$ cat src/rtl/mapper_pkg.sv
package mapper_pkg;
  localparam int OUTER_REGS = 4;
  localparam int OUTER_SEL_W = $clog2(OUTER_REGS);
  localparam int OFF_W = 4;

  localparam logic [OFF_W-1:0] OFF_INNER  = 4'h8;
  localparam logic [OFF_W-1:0] OFF_MIRROR = 4'h9;
  localparam logic [OFF_W-1:0] OFF_RAMCTL = 4'hD;
  localparam int RAM_EN_BIT = 5;

  typedef enum logic [1:0] {
    MIR_VERT   = 2'd0,
    MIR_HORIZ  = 2'd1,
    MIR_ONE_LO = 2'd2,
    MIR_ONE_HI = 2'd3
  } mirror_e;
endpackage

$ cat src/rtl/mapper_bus_strobe.sv
module mapper_bus_strobe (
  input  logic clk,
  input  logic rst,
  input  logic m2,
  input  logic cpu_rw,
  input  logic a15,
  output logic wr_stb
);
  logic m2_q;

  always_ff @(posedge clk) begin
    if (rst) m2_q <= 1'b0;
    else     m2_q <= m2;
  end

  assign wr_stb = m2_q & ~m2 & ~cpu_rw & a15;
endmodule

$ cat src/rtl/mapper_regs.sv
module mapper_regs
  import mapper_pkg::*;
#(
  parameter int INNER_W = 4
) (
  input  logic                  clk,
  input  logic                  rst,
  input  logic                  wr_stb,
  input  logic [OFF_W-1:0]      off,
  input  logic [7:0]            data,
  output logic [OUTER_REGS-1:0] outer_q,
  output logic [INNER_W-1:0]    inner_q,
  output mirror_e               mirror_q,
  output logic                  ram_en_q
);
  logic unused_data_bits;
  assign unused_data_bits = ^data;

  for (genvar i = 0; i < OUTER_REGS; i++) begin : g_outer
    always_ff @(posedge clk) begin
      if (rst) outer_q[i] <= 1'b0;
      else if (wr_stb && off == OFF_W'(i)) outer_q[i] <= data[0];
    end
  end

  always_ff @(posedge clk) begin
    if (rst) begin
      inner_q  <= '0;
      mirror_q <= MIR_VERT;
      ram_en_q <= 1'b0;
    end else if (wr_stb) begin
      case (off)
        OFF_INNER:  inner_q  <= data[INNER_W-1:0];
        OFF_MIRROR: mirror_q <= mirror_e'(data[1:0]);
        OFF_RAMCTL: ram_en_q <= data[RAM_EN_BIT];
        default: ;
      endcase
    end
  end

  p_inner_load_r4: assert property (@(posedge clk) disable iff (rst)
    (wr_stb && off == OFF_INNER) |=> inner_q == $past(data[INNER_W-1:0]));

  p_hold_no_strobe_r9: assert property (@(posedge clk) disable iff (rst)
    !wr_stb |=> ($stable(inner_q) && $stable(mirror_q) && $stable(ram_en_q) && $stable(outer_q)));
endmodule

$ cat src/rtl/mapper_prg_map.sv
module mapper_prg_map
  import mapper_pkg::*;
#(
  parameter int INNER_W = 4
) (
  input  logic [OUTER_REGS-1:0]  outer_q,
  input  logic [OUTER_SEL_W-1:0] sel,
  input  logic [INNER_W-1:0]     inner_q,
  input  logic                   a14,
  output logic [INNER_W:0]       bank
);
  logic outer_bit;
  assign outer_bit = outer_q[sel];

  always_comb begin
    if (a14) bank = {outer_bit, {INNER_W{1'b1}}};
    else     bank = {outer_bit, inner_q};
  end
endmodule

$ cat src/rtl/mapper_mirror.sv
module mapper_mirror
  import mapper_pkg::*;
(
  input  mirror_e mode,
  input  logic    ppu_a10,
  input  logic    ppu_a11,
  output logic    ciram_a10
);
  always_comb begin
    unique case (mode)
      MIR_VERT:   ciram_a10 = ppu_a10;
      MIR_HORIZ:  ciram_a10 = ppu_a11;
      MIR_ONE_LO: ciram_a10 = 1'b0;
      MIR_ONE_HI: ciram_a10 = 1'b1;
    endcase
  end
endmodule

$ cat src/rtl/mapper_prg_ctrl.sv
module mapper_prg_ctrl
  import mapper_pkg::*;
#(
  parameter int INNER_W = 4
) (
  input  logic               clk,
  input  logic               rst,
  input  logic [15:0]        cpu_addr,
  input  logic [7:0]         cpu_data,
  input  logic               cpu_rw,
  input  logic               m2,
  input  logic               ppu_a10,
  input  logic               ppu_a11,
  output logic [INNER_W:0]   prg_bank,
  output logic               rom_ce,
  output logic               ram_ce,
  output logic               ciram_a10
);
  logic                  wr_stb;
  logic [OUTER_REGS-1:0] outer_q;
  logic [INNER_W-1:0]    inner_q;
  mirror_e               mirror_q;
  logic                  ram_en_q;
  logic [INNER_W:0]      bank_d;
  logic                  cir_d;
  logic                  unused_addr_bits;

  assign unused_addr_bits = ^cpu_addr[12:4];

  mapper_bus_strobe u_strobe (
    .clk(clk), .rst(rst), .m2(m2), .cpu_rw(cpu_rw),
    .a15(cpu_addr[15]), .wr_stb(wr_stb)
  );

  mapper_regs #(.INNER_W(INNER_W)) u_regs (
    .clk(clk), .rst(rst), .wr_stb(wr_stb), .off(cpu_addr[OFF_W-1:0]),
    .data(cpu_data), .outer_q(outer_q), .inner_q(inner_q),
    .mirror_q(mirror_q), .ram_en_q(ram_en_q)
  );

  mapper_prg_map #(.INNER_W(INNER_W)) u_map (
    .outer_q(outer_q), .sel(OUTER_SEL_W'({ppu_a11, ppu_a10})),
    .inner_q(inner_q), .a14(cpu_addr[14]), .bank(bank_d)
  );

  mapper_mirror u_mir (
    .mode(mirror_q), .ppu_a10(ppu_a10), .ppu_a11(ppu_a11), .ciram_a10(cir_d)
  );

  always_ff @(posedge clk) begin
    if (rst) begin
      prg_bank  <= '0;
      rom_ce    <= 1'b0;
      ram_ce    <= 1'b0;
      ciram_a10 <= 1'b0;
    end else begin
      prg_bank  <= bank_d;
      rom_ce    <= cpu_addr[15];
      ram_ce    <= ram_en_q && (cpu_addr[15:13] == 3'b011);
      ciram_a10 <= cir_d;
    end
  end

  p_rom_ce_follow_r8: assert property (@(posedge clk) disable iff (rst)
    !$past(rst) |-> rom_ce == $past(cpu_addr[15]));

  p_ram_ce_window_r7: assert property (@(posedge clk) disable iff (rst)
    ram_ce |-> ($past(cpu_addr[15:13]) == 3'b011 && $past(ram_en_q)));

  p_upper_fixed_r5: assert property (@(posedge clk) disable iff (rst)
    (!$past(rst) && $past(cpu_addr[14])) |-> prg_bank[INNER_W-1:0] == {INNER_W{1'b1}});

  p_onescreen_lo_r6: assert property (@(posedge clk) disable iff (rst)
    (!$past(rst) && $past(mirror_q) == MIR_ONE_LO) |-> !ciram_a10);
endmodule

$ cat config.mk
export PLATFORM = sky130hd
export DESIGN_NAME = mapper_prg_ctrl
export DESIGN_NICKNAME = d
export VERILOG_FILES = /design/src/rtl/mapper_pkg.sv /design/src/rtl/mapper_bus_strobe.sv /design/src/rtl/mapper_regs.sv /design/src/rtl/mapper_prg_map.sv /design/src/rtl/mapper_mirror.sv /design/src/rtl/mapper_prg_ctrl.sv
export SDC_FILE = /design/constraint.sdc
export NUM_CORES = 1
export LEC_CHECK = 0
export ABC_AREA = 0
export BUFFER_PORTS_ARGS = -buffer_cell sky130_fd_sc_hd__buf_2
export CAP_MARGIN = 20
export CORE_ASPECT_RATIO = 1.4
export CORE_MARGIN = 5
export CORE_UTILIZATION = 44
export DETAILED_ROUTE_END_ITERATION = 8
export PLACE_DENSITY = 0.8
export SETUP_SLACK_MARGIN = 0.02
export SYNTH_ARGS = -nofsm -noshare
export SYNTH_HDL_FRONTEND = slang
export SYNTH_SLANG_ARGS = --single-unit
export TNS_END_PERCENT = 20
$ cat constraint.sdc
create_clock -name clk -period 1.4 [get_ports clk]
set_clock_uncertainty 0.2 [all_clocks]
set_input_delay 0.21 -clock clk [delete_from_list [all_inputs] [get_ports clk]]
set_output_delay 0.21 -clock clk [all_outputs]
set_load 0.01 [all_outputs]
After elaboration in Yosys (flattened, before gate mapping)
Cells that the tools add are included.
Storage, ports and cells
  RAM bits: 0
  memories: 0
  logic and storage cells: 42
  bits in latches: 0
  flip-flop bits (word level): 20
  bits in read-only memories: 0
  output and inout bits: 8
  input port bits: 30
Operators by class
  equal/unequal tests: 10
  add/subtract/negate cells: 0
  $mul: 0
  reductions and logical operators: 10
  divide/modulo/power cells: 0
  bitwise operators: 5
  muxes and demuxes: 4
  order comparisons: 1
  shift operators: 0
Operators with widths (number)
  equality test 4 bit (second input constant): 3
  equality test 4 x 2 -> 1 bit (second input constant): 2
  AND reduction 2 bit: 3
  logical AND 1 bit: 5
  equality test 2 bit (second input constant): 2
  equality test 4 x 1 -> 1 bit (second input constant): 1
  zero test 4 bit: 1
  two-way mux 4 bit: 1
  case mux 1 bit (4 select lines): 1
  bitwise AND 1 bit: 3
  equality test 3 x 2 -> 1 bit (second input constant): 1
  < comparator 2 x 3 -> 1 bit (second input constant): 1
  binary-select mux 1 bit (select 2 bit): 1
  equality test 2 x 1 -> 1 bit (second input constant): 1
  zero test 2 bit: 1
  NOT 1 bit: 2
  two-way mux 1 bit: 1

Longest topological paths before layout
  depth in word-level cells: 5
  gate-level depth with buffers: 4
  gate-level depth less buffers: 3

Modules after synthesis
Synthesis repeated with hierarchy kept, for this count alone.
Second synthesis, totals
  cell total of the unflattened synthesis: 81
  area total of the unflattened synthesis: 837.1 µm²
Modules (own cells, without submodules)
  mapper_regs: sequential area each 220.2 µm², times used 1, area each 508.0 µm², cells each 52
  mapper_prg_ctrl: sequential area each 160.2 µm², times used 1, area each 219.0 µm², cells each 17
  mapper_prg_map: sequential area each 0.0 µm², times used 1, area each 55.1 µm², cells each 6
  mapper_bus_strobe: sequential area each 20.0 µm², times used 1, area each 38.8 µm², cells each 3
  mapper_mirror: sequential area each 0.0 µm², times used 1, area each 16.3 µm², cells each 3

Least setup slack after synthesis
No wires, ideal clock.
  kind: input to register
  from: input cpu_addr[1]
  to: register u_regs.inner_q[0]
  stages on the path: 3
  path buffers: 0
  setup slack: 0.140 ns
  setup time: 0.132 ns
  data required time: 1.068 ns
  arrival: 0.928 ns
  cell sequence: or4b_4 o21ai_1 a21oi_1
On the way
  longest elaborated chain between the ends: 2
Ends and longest elaborated chain
  start, declared: line mapper_prg_ctrl.sv:8  | input logic [15:0] cpu_addr,
  equality test 4 bit: line mapper_regs.sv:32  | case (off)
  AND reduction 2 bit (no line)
  end signal, assigned: line mapper_regs.sv:33  | OFF_INNER: inner_q <= data[INNER_W-1:0];
  end, declared: line mapper_regs.sv:12  | output logic [INNER_W-1:0] inner_q,
No other way between the ends.
A chain may end at the register's enable or synchronous reset.

==> reports/metrics.cfg <==
[run_status]
status = finished clean

[placement]
dp_hpwl_um = 1381
place_congestion = 0.7353
placed_cell_area_mm2 = 0.001046
portBuffers = 25

[timing]
min_period_over_period_pct = 94.65
setup_viol = 0
maxSlewHeadroom_pct = 84.80
drv_slew = 0
max_freq_mhz = 754.7
period_minus_slack_ns = 1.325
rsz0062_at_grt = false
hold_violations = 0
tightest_slew_ns = 0.2271

[pwr]
peakVddDrop_mv = 0.7243
power.leakage_uw = 0.0005288
power_density_mw_per_mm2 = 895.2
switching_share_pct = 23.02
seqPwrFrac_pct = 55.1
p_int_uw = 814.7
p_clk_share_pct = 32.4
pwr-share-comb_pct = 12.5
p_sw_uw = 243.7

[synthesis]
synth_top_family_by_area = simple AND/OR/NAND/NOR gates
syn_area_um2 = 833.3
synth_warnings = 0
synth_adder_area_share_pct = 0
synth.avg_cell_area_um2 = 9.920
synth_xor_area_share_pct = 0
syn-num-nets = 114
synth_compound_area_share_pct = 8.709
netlist_instances = 84
async_reset_ff_share_pct = 0
synth_ff_type = dfxtp_1
synthDistinctLibCells = 23
synthSimpleGateAreaFrac_pct = 32.58
ys_seq_elements = 20
synth.area.mux_share_pct = 8.709
ys_seq_area_share_pct = 48.05
synth_edf_count = 0

[route]
dr.pass1.iters = 4
route.detailed.drc = 0
drtAntennaViolNets = 0
viasPerCell = 5.067
drt_iter0_markers = 22
vias = 760
routed_wl_um = 1948
wl_per_cell_um = 12.99

[floorplanning]
die_y_um = 61.49
initial_core_util_pct = 46.84
die-area_mm2 = 0.002877
core.rowCount = 18
coreArea_mm2 = 0.001779
die_w_um = 46.78
io_pins = 38

[clocking]
post_cts_resized = 0
cts_hold_repair.buffers = 10
postCtsSetupBuffers = 0
htreeDepth = 1
cts_tree = yes
clkTransAtPathRegs_ns = 0.11
cts_sinks = 20
ctsLongestPathBuffers = 2
cts_root_buf = clkbuf_4
cts_buffers = 3
clk_latency_ns = 0.31

[worst_setup_path]
required_ns = 1.45
rrSetupSlack_ns = 0.08
endpoint_kind = flip-flop
crit_arrival_ns = 1.38
crit_start = cpu_data[1]
worst_r2r_path_depth = 4
r2r_end = u_regs.outer_q[2]
path_class = primary input to flip-flop
startpoint_type = primary input
regToRegStartpoint = u_strobe.m2_q
worstPathMaxFanout = 2

[final_layout]
synthToLayoutAreaGrowth_pct = 41.89
final_common_cell = buf_2
drive_above_1_share_pct = 33.08
final_util_pct = 66.46
fin_nets = 161
fin_area_mm2 = 0.001182
antenna_cells = 0
final_cell_mix = buf_2 (25), dfxtp_1 (20), nor2_1 (11), dlygate4sd3_1 (10), buf_4 (10)

[worst_hold_path]
min-delay-start = cpu_addr[3]
hold_path.class = primary input to flip-flop
worstHoldEndpoint = u_regs.ram_en_q
hold_depth = 3

[global_routing]
grt.overflow.total = 0
grt_pass1_vias = 760
grt_pass1_wl_um = 3174
antenna_found_initial = 0
grt_max_degree = 13
track_usage_pct = 16.04

[job]
drv_cap = 0

==> final cells by class <==
| type | instances | area, µm² |
|---|---|---|
| Clock buffer | 4 | 36.28 |
| Inverter | 1 | 3.754 |
| Timing Repair Buffer | 45 | 300.3 |
| Sequential cell | 20 | 400.4 |
| Multi-Input combinational cell | 60 | 416.7 |
| Tap cell | 20 | 25.02 |
| Fill cell | 144 | 596.8 |
==> sequential cells by signal (all words and copies together) (netlist names) <==
signal and flops:
u_regs.inner_q 4, rom_ce 1, ram_ce 1, u_strobe.m2_q 1, u_regs.ram_en_q 1, ciram_a10 1
prg_bank 5, u_regs.outer_q 4, u_regs.mirror_q 2
==> worst max-delay path, cell delays in order <==
cell and delay (ns):
dlygate4sd3_1 0.52, buf_2 0.11, inv_1 0.03, or3_1 0.36, a21oi_1 0.15
==> power by group through the flow <==
stage               combinational (µW)  clock, µW  sequential [µW]
floorplan                         38.7          0              602
CTS                                132        345              584
finish                             133        343              583
global route                       145        375              584
detailed placement                 110          0              597
global placement                   107          0              596
==> cell usage after synthesis, types with 2 or more instances <==
cell      number  area, µm²
dfxtp_1       20      400.4
nor2b_1        5      31.28
a21oi_1        6      30.03
nand2b_1       7      43.79
nor2_1        11      41.29
nand3_1        6      30.03
o21ai_1        6      30.03
clkbuf_1       2      7.510
nand4_1        2      12.51
mux2i_1        5      50.05
nand4b_1       2      17.52
==> kinds of logic (layout without fill, tap and decap cells) <==
group           after synthesis  count (layout)
mux                           6               6
compound gates               14              14
flops                        20              20
buf+inv                       4              50
simple gates                 40              40
==> worst max-delay path by stage <==
stage | endpoint | slack [ns] | depth (start not counted)
after detailed placement | u_regs.inner_q[2] | -0.02 | 4
after global routing | u_regs.mirror_q[1] | 0.04 | 5
after floorplan | u_regs.inner_q[0] | 0.14 | 3
after global placement | u_regs.inner_q[3] | 0.005 | 4
after CTS | u_regs.mirror_q[1] | 0.06 | 5
final | u_regs.mirror_q[1] | 0.07 | 5
==> layer usage <==
metal | GRT usage [%] | share of wire (%) | vias to the layer above
met5 | 0 | 0 | -
met4 | 13.83 | 3.6 | 0
met3 | 2.047 | 4.9 | 4
met2 | 27.18 | 52 | 20
met1 | 16.76 | 39 | 346
li1 | - | - | 390
==> metrics by stage <==
step                      hold WS (ns)   TNS, ns  setup WS (ns)  power (µW)  instances
final                          0.01581         0        0.07490        1058        150
after global placement          0.2449         0       0.004530       703.4        136
after detailed placement        0.2567  -0.03366       -0.01542       706.8        136
after CTS                     0.004281         0        0.06345        1061        150
after global routing           0.02689         0        0.03999        1104        150
after floorplan                 0.1258         0         0.1401       640.2         84
Power figures use the tool's default switching activity.
